--- src/rtl/bei_pkg.sv ---
package bei_pkg;

    typedef enum logic [1:0] {
        ADDR_STATUS   = 2'd0,
        ADDR_ENABLE   = 2'd1,
        ADDR_EDGE_SEL = 2'd2,
        ADDR_LEVEL    = 2'd3
    } bei_addr_e;

    localparam int SRC_FIFO      = 0;
    localparam int SRC_TC        = 1;
    localparam int SRC_WAIT_BASE = 2;

    typedef struct packed {
        logic      wr;
        bei_addr_e addr;
    } bei_cmd_t;

    function automatic logic hits(bei_cmd_t cmd, bei_addr_e target);
        return cmd.wr && (cmd.addr == target);
    endfunction

endpackage

--- src/rtl/bei_wait_edge.sv ---
module bei_wait_edge #(
    parameter int NUM_WAIT = 2
) (
    input  logic                clk,
    input  logic                rst,
    input  logic [NUM_WAIT-1:0] pin_async,
    input  logic [NUM_WAIT-1:0] rise_sel,
    output logic [NUM_WAIT-1:0] level,
    output logic [NUM_WAIT-1:0] edge_evt
);
    for (genvar k = 0; k < NUM_WAIT; k++) begin : g_pin
        logic meta_q, sync_q, prev_q;

        always_ff @(posedge clk) begin
            if (rst) begin
                meta_q <= 1'b0;
                sync_q <= 1'b0;
                prev_q <= 1'b0;
            end else begin
                meta_q <= pin_async[k];
                sync_q <= meta_q;
                prev_q <= sync_q;
            end
        end

        assign level[k]    = sync_q;
        assign edge_evt[k] = rise_sel[k] ? (sync_q & ~prev_q) : (~sync_q & prev_q);
    end
endmodule

--- src/rtl/bei_sticky_bank.sv ---
module bei_sticky_bank #(
    parameter int NUM_SRC = 4
) (
    input  logic               clk,
    input  logic               rst,
    input  logic [NUM_SRC-1:0] evt,
    input  logic [NUM_SRC-1:0] clr,
    output logic [NUM_SRC-1:0] status
);
    for (genvar i = 0; i < NUM_SRC; i++) begin : g_bit
        logic bit_q;
        always_ff @(posedge clk) begin
            if (rst)         bit_q <= 1'b0;
            else if (evt[i]) bit_q <= 1'b1;
            else if (clr[i]) bit_q <= 1'b0;
        end
        assign status[i] = bit_q;
    end
endmodule

--- src/rtl/bei_cfg_regs.sv ---
module bei_cfg_regs
    import bei_pkg::*;
#(
    parameter int NUM_WAIT = 2,
    parameter int DATA_W   = 32,
    localparam int NUM_SRC = SRC_WAIT_BASE + NUM_WAIT
) (
    input  logic                clk,
    input  logic                rst,
    input  bei_cmd_t            cmd,
    input  logic [DATA_W-1:0]   wdata,
    input  logic [NUM_SRC-1:0]  status,
    input  logic [NUM_WAIT-1:0] level,
    output logic [NUM_SRC-1:0]  enable,
    output logic [NUM_WAIT-1:0] rise_sel,
    output logic [NUM_SRC-1:0]  clr,
    output logic [DATA_W-1:0]   rdata
);
    always_ff @(posedge clk) begin
        if (rst) begin
            enable   <= '0;
            rise_sel <= '0;
        end else begin
            if (hits(cmd, ADDR_ENABLE))   enable   <= wdata[NUM_SRC-1:0];
            if (hits(cmd, ADDR_EDGE_SEL)) rise_sel <= wdata[NUM_WAIT-1:0];
        end
    end

    assign clr = hits(cmd, ADDR_STATUS) ? wdata[NUM_SRC-1:0] : '0;

    always_comb begin
        rdata = '0;
        unique case (cmd.addr)
            ADDR_STATUS:   rdata[NUM_SRC-1:0]  = status;
            ADDR_ENABLE:   rdata[NUM_SRC-1:0]  = enable;
            ADDR_EDGE_SEL: rdata[NUM_WAIT-1:0] = rise_sel;
            ADDR_LEVEL:    rdata[NUM_WAIT-1:0] = level;
            default:       rdata = '0;
        endcase
    end
endmodule

--- src/rtl/bei_irq_aggregator.sv ---
module bei_irq_aggregator
    import bei_pkg::*;
#(
    parameter int NUM_WAIT = 2,
    parameter int DATA_W   = 32
) (
    input  logic                clk,
    input  logic                rst,
    input  logic                nand_fifo_evt,
    input  logic                nand_tc_evt,
    input  logic [NUM_WAIT-1:0] wait_pin,
    input  logic                reg_wr_en,
    input  logic [1:0]          reg_addr,
    input  logic [DATA_W-1:0]   reg_wdata,
    output logic [DATA_W-1:0]   reg_rdata,
    output logic                irq,
    output logic [NUM_WAIT-1:0] gpi
);
    localparam int NUM_SRC = SRC_WAIT_BASE + NUM_WAIT;

    bei_cmd_t            cmd;
    logic [NUM_WAIT-1:0] rise_sel;
    logic [NUM_WAIT-1:0] wait_edge;
    logic [NUM_SRC-1:0]  src_evt;
    logic [NUM_SRC-1:0]  src_clr;
    logic [NUM_SRC-1:0]  status_q;
    logic [NUM_SRC-1:0]  enable_q;

    assign cmd.wr   = reg_wr_en;
    assign cmd.addr = bei_addr_e'(reg_addr);

    bei_wait_edge #(.NUM_WAIT(NUM_WAIT)) wait_i (
        .clk      (clk),
        .rst      (rst),
        .pin_async(wait_pin),
        .rise_sel (rise_sel),
        .level    (gpi),
        .edge_evt (wait_edge)
    );

    assign src_evt = {wait_edge, nand_tc_evt, nand_fifo_evt};

    bei_sticky_bank #(.NUM_SRC(NUM_SRC)) bank_i (
        .clk   (clk),
        .rst   (rst),
        .evt   (src_evt),
        .clr   (src_clr),
        .status(status_q)
    );

    bei_cfg_regs #(.NUM_WAIT(NUM_WAIT), .DATA_W(DATA_W)) regs_i (
        .clk     (clk),
        .rst     (rst),
        .cmd     (cmd),
        .wdata   (reg_wdata),
        .status  (status_q),
        .level   (gpi),
        .enable  (enable_q),
        .rise_sel(rise_sel),
        .clr     (src_clr),
        .rdata   (reg_rdata)
    );

    assign irq = |(status_q & enable_q);
endmodule

--- config.mk ---
export PLATFORM = sky130hd
export DESIGN_NAME = bei_irq_aggregator
export DESIGN_NICKNAME = d
export VERILOG_FILES = /design/src/rtl/bei_pkg.sv /design/src/rtl/bei_wait_edge.sv /design/src/rtl/bei_sticky_bank.sv /design/src/rtl/bei_cfg_regs.sv /design/src/rtl/bei_irq_aggregator.sv
export SDC_FILE = /design/constraint.sdc
export NUM_CORES = 1
export LEC_CHECK = 0
export CORE_MARGIN = 3
export CORE_UTILIZATION = 30
export CTS_CLUSTER_SIZE = 14
export DETAILED_ROUTE_END_ITERATION = 12
export HOLD_SLACK_MARGIN = 0.15
export PLACE_DENSITY = 0.72
export SLEW_MARGIN = 20
export SYNTH_ARGS = -nofsm -noshare
export SYNTH_HDL_FRONTEND = slang
export SYNTH_SLANG_ARGS = --single-unit
--- constraint.sdc ---
create_clock -name clk -period 2.7 [get_ports clk]
set_clock_uncertainty 0.1 [all_clocks]
set_input_delay 0.81 -clock clk [delete_from_list [all_inputs] [get_ports clk]]
set_output_delay 0.81 -clock clk [all_outputs]
set_load 0.02 [all_outputs]
# Word level (Yosys, flattened, before mapping)
# Cells that the tools add are included.
op_classes:
  n_eq_ne: 3
  muxes: 13
  reduce_logical: 9
  n_bitwise: 9
op_table:
  columns: ["op", "n"]
  rows:
  - ["1-bit two-way mux", 10]
  - ["2-bit one-hot mux with 4 select lines", 1]
  - ["2-bit nonzero test", 4]
  - ["1-bit AND", 4]
  - ["4-bit AND", 1]
  - ["2-bit == test (second input constant)", 2]
  - ["4-bit two-way mux", 1]
  - ["1-bit NOT", 4]
  - ["2-bit one-hot mux with 2 select lines", 1]
  - ["4-bit OR reduction", 1]
  - ["1-bit logical AND", 3]
  - ["2-bit by 1-bit == test with 1-bit output (second input constant)", 1]
  - ["2-bit zero test", 1]
word_totals:
  input_bits: 41
  regBits: 16
  wordCells: 46
  out_inout_bits: 35

# Depth between registers and ports, before layout
# Gate-level depths: netlist (run 1).
depth:
  word_depth: 5
  mapped_depth: 4

# By module
# Synthesis (run 1) repeated with hierarchy kept, for this count alone.
unflattened:
  cells_unflattened: 109
  area_unflattened_um2: 1003.5
by_module_without_submodules:
  columns: ["module", "cells_per_inst", "instances", "area_per_inst_um2", "seq_area_each_um2"]
  rows:
  - ["bei_cfg_regs", 66, 1, 594.3, 120.1]
  - ["bei_wait_edge", 20, 1, 220.2, 120.1]
  - ["bei_sticky_bank", 20, 1, 170.2, 80.1]
  - ["bei_irq_aggregator", 3, 1, 18.8, 0.0]

# Worst setup path after synthesis (run 1)
# OpenSTA, ideal clock, no wires.
synth_path:
  path_kind: "input to output"
  start: "in reg_addr[1]"
  end: "out reg_rdata[0]"
  t_arrival_ns: 1.476
  n_path_buf: 1
  path_stages: 2
  path_slack_ns: 0.314
  path_cell_list: "buf_6 > mux4_2"
synth_between:
  elab_chain_len: 2
  elab_cells_between_ends: 5
  classes_between: "eq/ne: 3; mux: 1; reduce/logical: 1"
synth_rtl:
  columns: ["item", "line_no", "rtl"]
  rows:
  - ["start: declaration", "bei_irq_aggregator.sv:13", "input logic [1:0] reg_addr,"]
  - ["2-bit == test (tied with other cells)", "bei_cfg_regs.sv:33", "unique case (cmd.addr)"]
  - ["2-bit one-hot mux with 4 select lines *", "bei_cfg_regs.sv:33", null]
  - ["end: declaration", "bei_irq_aggregator.sv:15", "output logic [DATA_W-1:0] reg_rdata,"]
# Mark *: on every way between the ends. The rest lies on a longest branch, timed or not.

# Final worst setup path (run 1)
layout_path:
  start: "in reg_addr[1]"
  end: "out reg_rdata[1]"
# The elaborated chain is that of the path after synthesis.

==> results of run 1 <==
==> Yosys cell counts, types with 3 or more instances <==
master     n  area (µm²)
buf_6      3       33.78
buf_4     30       225.2
nor2_1     4       15.01
inv_1      4       15.01
nor2b_1    6       37.54
mux2i_1    8       80.08
dfxtp_1   16       320.3
nand2b_1  10       62.56
==> metrics by stage <==
step	util	setup WS (ns)	cells	setup TNS (ns)	hold slack [ns]
after global placement	0.3548	-0.6999	161	-2.301	0.3174
final	0.3613	0.04484	165	0	0.3526
after global routing	0.3613	0.002669	165	0	0.3652
after floorplan	-	0.3137	129	0	0.3138
after CTS	0.3629	0.03943	165	0	0.3551
after detailed placement	0.3548	-0.6951	161	-2.291	0.3379
==> layer usage <==
layer  GRT usage  vias to the layer above  part of all wire
met5           0                        -                 0
met4     0.01617                        0                 0
met3     0.03387                        0              0.12
met2      0.1317                       39              0.45
met1      0.1200                      289              0.43
li1            -                      326                 -
==> flip-flops by register name, indices dropped and copies added (netlist names) <==
name,count
regs_i.rise_sel,2
wait_i.g_pin.sync_q,2
regs_i.enable,4
wait_i.g_pin.meta_q,2
bank_i.g_bit.bit_q,4
wait_i.g_pin.prev_q,2
==> final cells by class <==
cell class / count / area, µm² / share of cell area
repair buffers: 23 / 203.9 / 0.1819
inverters: 4 / 15.01 / 0.01339
well taps: 44 / 55.05 / 0.04911
flip-flops and latches: 16 / 320.3 / 0.2857
clock buffers: 4 / 36.28 / 0.03237
multi-input cells: 74 / 490.5 / 0.4375
==> final timing paths <==
check,from,end,slack (ns),cells past startpoint
worst min register to register,wait_i.g_pin[0].meta_q,wait_i.g_pin[0].sync_q,0.35,1
worst max-delay path,reg_addr[1],reg_rdata[1],0.04,3
worst min-delay path,wait_i.g_pin[0].meta_q,wait_i.g_pin[0].sync_q,0.35,1
worst max register to register,regs_i.rise_sel[1],bank_i.g_bit[3].bit_q,1.53,2
==> kinds of logic after synthesis <==
group | after synthesis | synth area share
buffers and inverters | 39 | 0.2841
AND/OR/NAND/NOR | 30 | 0.2121
flip-flops | 16 | 0.3232
multiplexers | 10 | 0.1263
AO/OA/AOI/OAI | 6 | 0.05051
other | 1 | 0.003784
==> repair_timing <==
item | 4_1_cts | 5_1_grt
hold buffers | 0 | 0
gates cloned | 0 | 0
endpoints found under the setup margin | 4 | 1
gates resized for setup | 15 | 1
==> power breakdown <==
group          leakage (nW)  internal [mW]  switching [mW]
registers             0.131          0.246         0.00721
clock network        0.0210         0.0821          0.0743
logic                 0.339         0.0410          0.0637
==> results.md, run 1 <==
* Status: complete, no violations
* Vias at 654
* DP HPWL at 1391 µm
* CP Launch Type: input port
* Seq/Total Area, Yosys at 0.3232
* Clock Tree Buf Depth at 2
* Max-Cap Viols at 0
* Period utilization at 0.9834
* Buf+Inv Stages, Crit Path at 2
* IR drop worst, VDD at 239.5 µV
* Largest net degree at the start of global routing at 13
* FP Rows at 20
* Layout cell share with drive strength beyond 1 at 0.1322
* ANT cells at 0
* Post-synth EDFFs at 0
* Gr ovfl total at 0
* Yosys warning count at 0
* DRC errors left at 0
* Clock latency on the worst-skew pair at 0.28 ns
* CTS Sinks at 16
* PortBufs at 19
* Pre-antenna DRT Iters at 4
* Family with the most delay on the worst path: multiplexers
* Post-route ant nets at 0
* Commonest non-fill, non-tap cell in the layout: conb_1
* WL/cell at 10.17 µm
* Initial antenna violation count at 0
* NumNets Final at 163
* H-tree Lvls at 1
* Number of buffers created by CTS at 3
* CTS root buf: clkbuf_4
* Max Slew Vio Count at 0
* Post-CTS setup buffer count at 0
* RSZ-0062 raised after global routing: no
* Worst-path maximum fanout at 3
* Ys flop type: dfxtp_1
* Fin crit period at 2.655 ns
* FFs w/ async S/R, synth at 0
* Post-route total power at 0.5143 mW
* Synthesized flop and latch total at 16
* Worst hold path type: reg -> reg
* Initial DRC count at 15
* CP Data Required Time at 1.79 ns
* Mean Syn Cell Area at 9.715 µm²
* Mapped Cells at 102
* Core Region at 0.003103 mm²
* Worst Path Arrival at 1.75 ns
* Post-route cell area at 0.001121 mm²
* Fin. Hold Viols at 0
* Final setup viols at 0
* Critical-path top delay cell: mux4_2
* Filler cells at 321
* Pleak at 0.4914 nW
* Via density at 3.964
* Post-synthesis cell area at 991.0 µm²
* Post-Route WL at 1678 µm
* Die area at 0.004029 mm²
* Number of global-route vias before repair at 599
* Max frequency at 376.6 MHz
* Post-Place Cell Area at 0.001101 mm²
* Area Growth Syn to Fin at 13.13%
* Cell Chain, Critical Path: clkdlybuf4s15_2, mux4_2, buf_2
* Reg clk slew, reported paths at 0.09 ns
* Die Span Y at 63.48 µm
* Worst setup EP type: output pin
* GRT Overall Usage at 0.08780
* GP Congestion at 0.7728
* CP max stage delay at 0.52 ns
* Die W at 63.48 µm
* I/O Pins at 76
* Starting Density at 0.3194
* CTS tree: done
* Crit Path Category: in -> out
* Distinct cell type count after synthesis at 21
* Leading cell types in the layout, fill and taps excluded: conb_1 (28), dfxtp_1 (16), clkdlybuf4s50_1 (13)
* PD cells at 458.8 mW/mm²
* First-pass GRT wire length at 2822 µm
No activity file was read; power rests on OpenSTA's default activity.
==> run 2, diff against run 1 <==
--- a/config.mk
+++ b/config.mk
@@ -10,7 +10,8 @@
 export CTS_CLUSTER_SIZE = 14
 export DETAILED_ROUTE_END_ITERATION = 12
 export HOLD_SLACK_MARGIN = 0.15
-export PLACE_DENSITY = 0.72
+export PLACE_DENSITY = 0.69
+export SETUP_SLACK_MARGIN = 0.05
 export SLEW_MARGIN = 20
 export SYNTH_ARGS = -nofsm -noshare
 export SYNTH_HDL_FRONTEND = slang
==> run 2 against run 1 <==
Against the previous run: cell area shrank 0.34%; clock-buffer cell count is the same; utilization shrank 0.12 points; combinational power is essentially flat; clock power is essentially flat; largest power group unchanged; highest routed layer is now met4.
==> results.md, run 2 (same netlist as run 1, synthesis figures left out) <==
* Status: complete, no violations
* Critical-path top delay cell: mux4_2
* Via density at 4.042
* Buf+Inv Stages, Crit Path at 2
* Number of buffers created by CTS at 3
* Gr ovfl total at 0
* DRC errors left at 0
* Fin. Hold Viols at 0
* Largest regs: bank_i.g_bit.bit_q (4), regs_i.enable (4)
* GRT Overall Usage at 0.09297
* Pre-antenna DRT Iters at 4
* CP Launch Type: input port
* Max-Cap Viols at 0
* DP HPWL at 1493 µm
* FF-to-FF End: bank_i.g_bit[2].bit_q
* Worst r2r path cells at 2
* Max frequency at 392.5 MHz
* Final setup viols at 0
* Area Growth Syn to Fin at 12.75%
* Initial antenna violation count at 0
* Worst setup EP type: output pin
* Clock Tree Buf Depth at 2
* Flop2flop setup slack at 1.55 ns
* Commonest non-fill, non-tap cell in the layout: conb_1
* First-pass GRT wire length at 2918 µm
* I/O Pins at 76
* Critical R2R Launch: regs_i.rise_sel[0]
* NumNets Final at 163
* Pleak at 0.4907 nW
* Combinational group share of total power at 0.206
* Post-Place Cell Area at 0.001101 mm²
* Cts hold-fix bufs at 0
* Die Span Y at 63.48 µm
* Worst setup path endpoint: reg_rdata[1]
* Post-route ant nets at 0
* Int Pwr at 0.3692 mW
* Multi-input gate area at 490.5 µm²
* IR drop worst, VDD at 226.2 µV
* CTS tree: done
* Reg clk slew, reported paths at 0.09 ns
* Worst-path maximum fanout at 3
* CP Data Required Time at 1.79 ns
* Worst path depth at 3
* Largest net degree at the start of global routing at 13
* Clock share of power at 0.299
* Share of power burned in registers at 0.495
* Cell Chain, Critical Path: buf_2, mux4_2, buf_4
* H-tree Lvls at 1
* Fin crit period at 2.548 ns
* CTS Sinks at 16
* Clock latency on the worst-skew pair at 0.28 ns
* Filler cells at 331
* Post-Route WL at 1804 µm
* Period utilization at 0.9437
* WL/cell at 10.93 µm
* Initial DRC count at 24
* Core Region at 0.003103 mm²
* Die area at 0.004029 mm²
* Critical Path Source: reg_addr[1]
* GP Congestion at 0.7236
* Starting Density at 0.3194
* Crit Path Category: in -> out
* FP Rows at 20
* Worst hold path type: reg -> reg
* Psw at 0.1434 mW
* ANT cells at 0
* PD cells at 458.8 mW/mm²
* CP max stage delay at 0.52 ns
* Family with the most delay on the worst path: multiplexers
* FF+latch area at 320.3 µm²
* CTS root buf: clkbuf_4
* Die W at 63.48 µm
* Max Slew Vio Count at 0
* Layout cell share with drive strength beyond 1 at 0.1322
* Number of global-route vias before repair at 624
* Leading cell types in the layout, fill and taps excluded: conb_1 (28), dfxtp_1 (16), clkdlybuf4s50_1 (13)
* Setup_tns at 0 ns
* Net Sw Frac at 0.2798
* PortBufs at 19
* Post-route cell area at 0.001117 mm²
* RSZ-0062 raised after global routing: no
* Worst Path Arrival at 1.64 ns
* Vias at 667
[run 2: worst min path at each step]
stage	startpoint	endpoint	slack, ns	cells after the start
6_report	wait_i.g_pin[0].meta_q	wait_i.g_pin[0].sync_q	0.36	1
5_1_grt	wait_i.g_pin[1].meta_q	wait_i.g_pin[1].sync_q	0.36	1
4_1_cts	wait_i.g_pin[0].meta_q	wait_i.g_pin[0].sync_q	0.36	1
3_5_place_dp	wait_i.g_pin[1].meta_q	wait_i.g_pin[1].sync_q	0.33	1
3_3_place_gp	wait_i.g_pin[0].meta_q	wait_i.g_pin[0].sync_q	0.32	1
2_1_floorplan	wait_i.g_pin[0].meta_q	wait_i.g_pin[0].sync_q	0.31	1
[run 2: power by group through the flow]
stage	Clock (mW)	Combinational (mW)	Sequential [mW]
after global routing	0.170	0.114	0.255
after floorplan	0	0.108	0.256
after detailed placement	0	0.108	0.259
after global placement	0	0.107	0.258
final	0.153	0.106	0.254
after CTS	0.164	0.106	0.254
[run 2: metal layers]
layer  GRT usage  share of wire  vias up
met5           0              0        -
met1      0.1155           0.41      303
met4     0.04043         0.0050        0
met2      0.1499           0.48       38
li1            -              -      324
met3     0.02496          0.097        2
[run 2: cell type report]
cell class,instances,area share
Clock buffer,4,0.03247
Inverter,4,0.01344
Multi-Input combinational cell,74,0.4390
Sequential cell,16,0.2867
Tap cell,44,0.04927
Timing Repair Buffer,23,0.1792
[run 2: repair_timing]
item / CTS / global route
buffers inserted: 0 / 0
pin swaps: 0 / 0
gates resized for setup: 15 / 3
setup endpoints to repair: 4 / 4
cloned: 0 / 0
[run 2: metrics by stage]
stage / setup slack [ns] / power, mW / hold WS, ns / instances / util
2_1_floorplan: 0.3137 / 0.3639 / 0.3138 / 129 / -
3_3_place_gp: -0.6919 / 0.3651 / 0.3181 / 161 / 0.3548
3_5_place_dp: -0.6846 / 0.3673 / 0.3319 / 161 / 0.3548
4_1_cts: 0.04465 / 0.5228 / 0.3581 / 165 / 0.3629
5_1_grt: 0.1228 / 0.5386 / 0.3640 / 165 / 0.3601
6_report: 0.1520 / 0.5126 / 0.3552 / 165 / 0.3601
[run 2: worst register-to-register path: cells and delay by family, from the launching register on]
| kind | cells | cell delay [ns] |
|---|---|---|
| AOI/OAI and AO/OA | 1 | 0.09 |
| DFF | 1 | 0.34 |
| and+or+nand+nor | 1 | 0.52 |
